### src/rtl/evtTimerPkg.sv
package evtTimerPkg;
  localparam int ADDR_W   = 10;
  localparam int DATA_W   = 32;
  localparam int CNT_W    = 64;
  localparam int CH_IDX_W = 5;
  localparam logic [31:0] CAP_BASE    = 32'h8086_A001;
  localparam logic [31:0] CH_CFG_MASK = 32'h0000_7F4E;
  localparam logic [31:0] CH_CAP_BITS = 32'h0000_0030;
  localparam logic [31:0] CH_CFG_HI   = 32'h0000_0004;
  localparam logic [1:0]  GEN_MASK    = 2'b11;

  typedef enum logic [3:0] {
    RD_ZERO, RD_CAPLO, RD_CAPHI, RD_GEN, RD_STS, RD_CNTLO, RD_CNTHI,
    RD_CHCFGLO, RD_CHCFGHI, RD_CMPLO, RD_CMPHI, RD_RTLO, RD_RTHI
  } rdSel_e;

  typedef struct packed {
    logic                rdEn;
    rdSel_e              rdSel;
    logic                wrGen;
    logic                wrSts;
    logic                wrCntLo;
    logic                wrCntHi;
    logic                wrChCfg;
    logic                wrCmpLo;
    logic                wrCmpHi;
    logic                wrRtLo;
    logic                wrRtHi;
    logic [CH_IDX_W-1:0] chSel;
  } strobe_t;
endpackage

### src/rtl/evtTimerCtrl.sv
module evtTimerCtrl
  import evtTimerPkg::*;
#(
  parameter int NUM_CH = 3
) (
  input  logic              busValid,
  input  logic              busWrite,
  input  logic [ADDR_W-1:0] busAddr,
  output strobe_t           strobe
);
  logic [CH_IDX_W-1:0] chRaw;
  logic                inChan;
  logic                chOk;
  logic [2:0]          slot;
  logic                wr;
  rdSel_e              sel;

  assign inChan = |busAddr[9:8];
  assign chRaw  = busAddr[9:5] - 5'd8;
  assign chOk   = chRaw < 5'(NUM_CH);
  assign slot   = busAddr[4:2];
  assign wr     = busValid & busWrite;

  always_comb begin
    sel = RD_ZERO;
    if (inChan) begin
      if (chOk) begin
        case (slot)
          3'd0: sel = RD_CHCFGLO;
          3'd1: sel = RD_CHCFGHI;
          3'd2: sel = RD_CMPLO;
          3'd3: sel = RD_CMPHI;
          3'd4: sel = RD_RTLO;
          3'd5: sel = RD_RTHI;
          default: sel = RD_ZERO;
        endcase
      end
    end else begin
      case (busAddr[7:2])
        6'h00: sel = RD_CAPLO;
        6'h01: sel = RD_CAPHI;
        6'h04: sel = RD_GEN;
        6'h08: sel = RD_STS;
        6'h3C: sel = RD_CNTLO;
        6'h3D: sel = RD_CNTHI;
        default: sel = RD_ZERO;
      endcase
    end
  end

  always_comb begin
    strobe         = '0;
    strobe.rdSel   = sel;
    strobe.chSel   = chRaw;
    strobe.rdEn    = busValid & ~busWrite;
    strobe.wrGen   = wr && sel == RD_GEN;
    strobe.wrSts   = wr && sel == RD_STS;
    strobe.wrCntLo = wr && sel == RD_CNTLO;
    strobe.wrCntHi = wr && sel == RD_CNTHI;
    strobe.wrChCfg = wr && sel == RD_CHCFGLO;
    strobe.wrCmpLo = wr && sel == RD_CMPLO;
    strobe.wrCmpHi = wr && sel == RD_CMPHI;
    strobe.wrRtLo  = wr && sel == RD_RTLO;
    strobe.wrRtHi  = wr && sel == RD_RTHI;
  end
endmodule

### src/rtl/evtTimerData.sv
module evtTimerData
  import evtTimerPkg::*;
#(
  parameter int          NUM_CH    = 3,
  parameter logic [31:0] PERIOD_FS = 32'd10_000_000
) (
  input  logic                 clk,
  input  logic                 rstN,
  input  strobe_t              strobe,
  input  logic [DATA_W-1:0]    wdata,
  input  logic [NUM_CH-1:0]    stsSet,
  output logic [DATA_W-1:0]    busRdata,
  output logic [CNT_W-1:0]     counterOut,
  output logic                 counterRun,
  output logic                 legacyRoute,
  output logic [NUM_CH-1:0]    chArm,
  output logic [NUM_CH*32-1:0] chCfgOut,
  output logic [NUM_CH*64-1:0] chCmpOut,
  output logic [NUM_CH*64-1:0] chRouteOut
);
  localparam logic [31:0] CAP_LO = CAP_BASE | (32'(NUM_CH - 1) << 8);

  logic [CNT_W-1:0]  counter;
  logic [1:0]        genCfg;
  logic [NUM_CH-1:0] sts;
  logic [31:0]       chCfgW [NUM_CH];
  logic [63:0]       chCmp  [NUM_CH];
  logic [63:0]       chRt   [NUM_CH];
  logic [31:0]       rdMux;

  always_ff @(posedge clk) begin
    if (!rstN) begin
      counter <= '0;
      genCfg  <= '0;
      sts     <= '0;
    end else begin
      if (strobe.wrCntLo)      counter[31:0]  <= wdata;
      else if (strobe.wrCntHi) counter[63:32] <= wdata;
      else if (genCfg[0])      counter        <= counter + 1'b1;
      if (strobe.wrGen) genCfg <= wdata[1:0] & GEN_MASK;
      sts <= (sts & ~(strobe.wrSts ? wdata[NUM_CH-1:0] : '0))
           | (genCfg[0] ? stsSet : '0);
    end
  end

  for (genvar i = 0; i < NUM_CH; i++) begin : g_ch
    logic hit;
    assign hit = strobe.chSel == 5'(i);
    always_ff @(posedge clk) begin
      if (!rstN) begin
        chCfgW[i] <= '0;
        chCmp[i]  <= '1;
        chRt[i]   <= '0;
      end else if (hit) begin
        if (strobe.wrChCfg) chCfgW[i]     <= wdata & CH_CFG_MASK;
        if (strobe.wrCmpLo) chCmp[i][31:0]  <= wdata;
        if (strobe.wrCmpHi) chCmp[i][63:32] <= wdata;
        if (strobe.wrRtLo)  chRt[i][31:0]   <= wdata;
        if (strobe.wrRtHi)  chRt[i][63:32]  <= wdata;
      end
    end
    assign chArm[i]              = genCfg[0] & chCfgW[i][2];
    assign chCfgOut[i*32 +: 32]  = chCfgW[i] | CH_CAP_BITS;
    assign chCmpOut[i*64 +: 64]  = chCmp[i];
    assign chRouteOut[i*64 +: 64] = chRt[i];
  end

  always_comb begin
    logic [31:0] cCfg, cCmpLo, cCmpHi, cRtLo, cRtHi;
    cCfg = '0; cCmpLo = '0; cCmpHi = '0; cRtLo = '0; cRtHi = '0;
    for (int i = 0; i < NUM_CH; i++) begin
      if (strobe.chSel == 5'(i)) begin
        cCfg   = chCfgW[i] | CH_CAP_BITS;
        cCmpLo = chCmp[i][31:0];
        cCmpHi = chCmp[i][63:32];
        cRtLo  = chRt[i][31:0];
        cRtHi  = chRt[i][63:32];
      end
    end
    case (strobe.rdSel)
      RD_CAPLO:   rdMux = CAP_LO;
      RD_CAPHI:   rdMux = PERIOD_FS;
      RD_GEN:     rdMux = {30'd0, genCfg};
      RD_STS:     rdMux = 32'(sts);
      RD_CNTLO:   rdMux = counter[31:0];
      RD_CNTHI:   rdMux = counter[63:32];
      RD_CHCFGLO: rdMux = cCfg;
      RD_CHCFGHI: rdMux = CH_CFG_HI;
      RD_CMPLO:   rdMux = cCmpLo;
      RD_CMPHI:   rdMux = cCmpHi;
      RD_RTLO:    rdMux = cRtLo;
      RD_RTHI:    rdMux = cRtHi;
      default:    rdMux = '0;
    endcase
  end

  always_ff @(posedge clk) begin
    if (!rstN)            busRdata <= '0;
    else if (strobe.rdEn) busRdata <= rdMux;
  end

  assign counterOut  = counter;
  assign counterRun  = genCfg[0];
  assign legacyRoute = genCfg[1];
endmodule

### src/rtl/evtTimerRegs.sv
module evtTimerRegs
  import evtTimerPkg::*;
#(
  parameter int          NUM_CH    = 3,
  parameter logic [31:0] PERIOD_FS = 32'd10_000_000
) (
  input  logic                 clk,
  input  logic                 rstN,
  input  logic                 busValid,
  input  logic                 busWrite,
  input  logic [9:0]           busAddr,
  input  logic [31:0]          busWdata,
  input  logic [NUM_CH-1:0]    stsSet,
  output logic [31:0]          busRdata,
  output logic [63:0]          counterOut,
  output logic                 counterRun,
  output logic                 legacyRoute,
  output logic [NUM_CH-1:0]    chArm,
  output logic [NUM_CH*32-1:0] chCfgOut,
  output logic [NUM_CH*64-1:0] chCmpOut,
  output logic [NUM_CH*64-1:0] chRouteOut
);
  strobe_t strobe;

  evtTimerCtrl #(.NUM_CH(NUM_CH)) u_ctrl (
    .busValid(busValid), .busWrite(busWrite), .busAddr(busAddr), .strobe(strobe)
  );

  evtTimerData #(.NUM_CH(NUM_CH), .PERIOD_FS(PERIOD_FS)) u_data (
    .clk(clk), .rstN(rstN), .strobe(strobe), .wdata(busWdata), .stsSet(stsSet),
    .busRdata(busRdata), .counterOut(counterOut), .counterRun(counterRun),
    .legacyRoute(legacyRoute), .chArm(chArm), .chCfgOut(chCfgOut),
    .chCmpOut(chCmpOut), .chRouteOut(chRouteOut)
  );
endmodule

### config.mk
export PLATFORM = sky130hd
export DESIGN_NAME = evtTimerRegs
export DESIGN_NICKNAME = d
export VERILOG_FILES = /design/src/rtl/evtTimerPkg.sv /design/src/rtl/evtTimerCtrl.sv /design/src/rtl/evtTimerData.sv /design/src/rtl/evtTimerRegs.sv
export SDC_FILE = /design/constraint.sdc
export NUM_CORES = 1
export LEC_CHECK = 0
export ABC_AREA = 1
export BUFFER_PORTS_ARGS = -buffer_cell sky130_fd_sc_hd__buf_2
export CAP_MARGIN = 20
export CELL_PAD_IN_SITES_DETAIL_PLACEMENT = 1
export CELL_PAD_IN_SITES_GLOBAL_PLACEMENT = 1
export CORE_ASPECT_RATIO = 0.7
export CORE_MARGIN = 2
export CORE_UTILIZATION = 36
export CTS_CLUSTER_DIAMETER = 60
export DETAILED_ROUTE_END_ITERATION = 8
export PLACE_DENSITY_LB_ADDON = 0.1
export SLEW_MARGIN = 20
export SYNTH_ARGS = -nofsm -noshare
export SYNTH_HDL_FRONTEND = slang
export SYNTH_SLANG_ARGS = --single-unit
### constraint.sdc
create_clock -name clk -period 5.32 [get_ports clk]
set_input_delay 1.064 -clock clk [delete_from_list [all_inputs] [get_ports clk]]
set_output_delay 1.064 -clock clk [all_outputs]
set_load 0.01 [all_outputs]
==> results.json <==
{
  "outcome": "complete, no violations",
  "synth_area_mm2": 0.02584,
  "r2r_slack_ps": 1810,
  "die_area_mm2": 0.07397,
  "max-cap-violations": 0,
  "path_class": "in2reg",
  "clock-sinks": 518,
  "seqCellArea_mm2": 0.01454,
  "cts-root-buf": "clkbuf_16",
  "finClkSkew_ps": 23.56,
  "first_iter_violations": 2763,
  "synth_top_area_share": 0.4846,
  "io_pins": 630,
  "gp_congestion": 0.9978,
  "end_kind": "flip-flop",
  "r2r_end": "u_data.counterOut[62]",
  "avgSynthCellArea_um2": 8.439,
  "synth-edff-count": 417,
  "nNetsFinal": 3623,
  "critPathLaunchType": "input port",
  "crit_required_ps": 5580,
  "period_needed_ps": 3914,
  "rsz0062_at_grt": "false",
  "postCtsHoldBufs": 0,
  "synthCells": 3062,
  "path_max_fanout": 32,
  "io_buffers": 564,
  "clock_latency_ps": 640,
  "hold_path.class": "reg2reg",
  "num_vias": 25310,
  "setup_tns_ps": 0,
  "fillers": 8575,
  "yosysWarnings": 0,
  "antenna_left": 0,
  "endpoint": "u_data.chCmp[1][54]",
  "die_w_um": 324.2,
  "core.rowCount": 82,
  "peakVddDrop_uv": 249.9,
  "hold_viol_final": 0,
  "post_cts_buffers": 0,
  "r2r-start": "u_data.counterOut[0]",
  "drt_wl_total_mm": 131.2,
  "antenna_found_initial": 4,
  "cts_tree": "done",
  "grt_use_total": 0.3445,
  "place_hpwl_mm": 97.27,
  "yosys-top-cells-area": "edfxtp_1 48%, nand2_1 15%, dfxtp_1 7.8%, nor2_1 6.7%, nand3_1 4.2%",
  "synth.most_common_cell": "nand2_1",
  "cts_buffers": 57,
  "clockBufferDepth": 3,
  "vias_per_cell": 5.524,
  "synth_common_cells": "1038 x nand2_1, 460 x nor2_1, 417 x edfxtp_1, 219 x nand3_1, 154 x a21oi_1",
  "total_power_mw": 9.487,
  "async_flop_share": 0,
  "synthFlopType": "edfxtp_1",
  "slew_violations": 0,
  "post_cts_resized": 0,
  "grt_max_degree": 63,
  "die_h_um": 228.2,
  "max_slew_margin": 0.2743,
  "path_clk_slew_ps": 60,
  "multi_input_area_mm2": 0.009876,
  "drive_gt1_frac": 0.2141,
  "power_density_mw_per_mm2": 302.5,
  "max_freq_ghz": 0.2555,
  "start_util": 0.3624,
  "synth_seq_cells": 518,
  "setup_violations": 0,
  "place_area_mm2": 0.02951,
  "syn_to_final_growth_pct": 21.36,
  "drc": 0,
  "grt_pass1_wl_mm": 182.9,
  "utilization": 0.4398,
  "avgRoutedWirePerCell_um": 28.63,
  "yosysSeqAreaShare": 0.5629,
  "grt_overflow": 0,
  "setup_slack_ps": 1406,
  "synth_top_area_cell": "edfxtp_1",
  "max_slew.worst_pin.slew_ps": 1082,
  "ys_types": 40,
  "dp_slack_ps": 791.7,
  "r2r_cells": 10,
  "core_mm2": 0.07131,
  "critPathLaunch": "busAddr[8]",
  "layout.cells.non_filler": 4582,
  "grt_pass1_vias": 24620,
  "fin_hold_ws_ps": 466.5,
  "dp_cells": 4477,
  "drt_pass1_iterations": 5,
  "p_leak_nw": 12.69,
  "period_share": 0.7358,
  "h-tree-depth": 2,
  "stdcell_area_mm2": 0.03136,
  "crit_arrival_ps": 4170
}
[worst min path at each step]
stage / from / end / slack, ps / depth (start not counted)
after floorplan: u_data.sts[2] / u_data.sts[2] / 450 / 2
after global placement: u_data.busRdata[12] / u_data.busRdata[12] / 450 / 2
after detailed placement: u_data.busRdata[25] / u_data.busRdata[25] / 460 / 2
after CTS: u_data.busRdata[25] / u_data.busRdata[25] / 470 / 2
after global routing: u_data.busRdata[23] / u_data.busRdata[23] / 490 / 2
final: u_data.busRdata[23] / u_data.busRdata[23] / 470 / 2
[sequential cells by signal, summed over array words and instances (netlist names)]
signal / count
u_data.counterOut: 64
u_data.chCmp: 192
u_data.sts: 3
u_data.chCfgW: 33
u_data.genCfg: 2
u_data.chRt: 192
u_data.busRdata: 32
[cell families (layout without fill, tap and decap cells)]
group | after synthesis | in the layout | synth area share
and+or+nand+nor | 1845 | 1845 | 0.2916
DFF | 518 | 518 | 0.5629
buffers and inverters | 376 | 868 | 0.06847
AOI/OAI and AO/OA | 265 | 265 | 0.05719
xor gates and xnor gates | 52 | 52 | 0.01763
adders and majority gates | 4 | 4 | 0.001937
other | 2 | 64 | 0.0002906
[critical path: stages]
cell and delay, ps:
buf_2 100, inv_1 50, ha_1 310, nor2_1 160, nand4_2 170, nor2_4 180
inv_2 90, nor2_4 600, nand3_2 360, nor2_1 290, nand2_1 130, nand2_1 110
buf_4 520
[power by group]
part | switching, mW | internal (mW)
Clock | 1.77 | 2.31
Sequential | 0.130 | 4.54
Combinational | 0.565 | 0.180
Total | 2.46 | 7.03
[routing by layer]
metal  vias up  wire length [µm]  global-route usage
met5         -                 0                   0
met4         0              4764              0.1205
met3       193             11350             0.06126
met2      1297             60150              0.5441
met1     12840             54910              0.4746
li1      10990                 -                   -
[cells in the final DEF (no fill, tap or decap), types with 3 or more instances in the layout]
cell type | Yosys | routed
nand2_4 | 3 | 3
nor2_1 | 460 | 458
nor2_2 | 11 | 11
a21oi_1 | 154 | 154
a31oi_1 | 9 | 9
dfxtp_1 | 101 | 101
inv_2 | 8 | 8
buf_4 | 64 | 74
nand2_2 | 6 | 6
bufinv_16 | 0 | 5
nand2_1 | 1038 | 1038
o21ai_1 | 3 | 3
clkinv_2 | 0 | 5
buf_2 | 76 | 564
nor3_1 | 39 | 39
clkinv_1 | 7 | 20
clkbuf_16 | 0 | 60
o31ai_4 | 0 | 6
o31ai_2 | 0 | 3
nand3_2 | 3 | 3
nor2_4 | 6 | 8
o211ai_1 | 9 | 9
o21ai_0 | 61 | 61
nand4_1 | 53 | 53
inv_1 | 109 | 109
conb_1 | 2 | 63
a22o_1 | 13 | 13
xnor2_1 | 7 | 7
nand3_1 | 219 | 219
xor2_1 | 45 | 45
ha_1 | 4 | 4
edfxtp_1 | 417 | 417
clkbuf_1 | 103 | 13
[layout make-up]
class / count / area share
Sequential cell: 518 / 0.4638
Multi-Input combinational cell: 2229 / 0.3149
Timing Repair Buffer: 640 / 0.1090
Clock buffer: 75 / 0.05011
Tap cell: 966 / 0.03854
Inverter: 124 / 0.01492
Clock inverter: 29 / 0.008618
Antenna cell: 1 / 0.00007980
(Power assumes the default switching activity.)
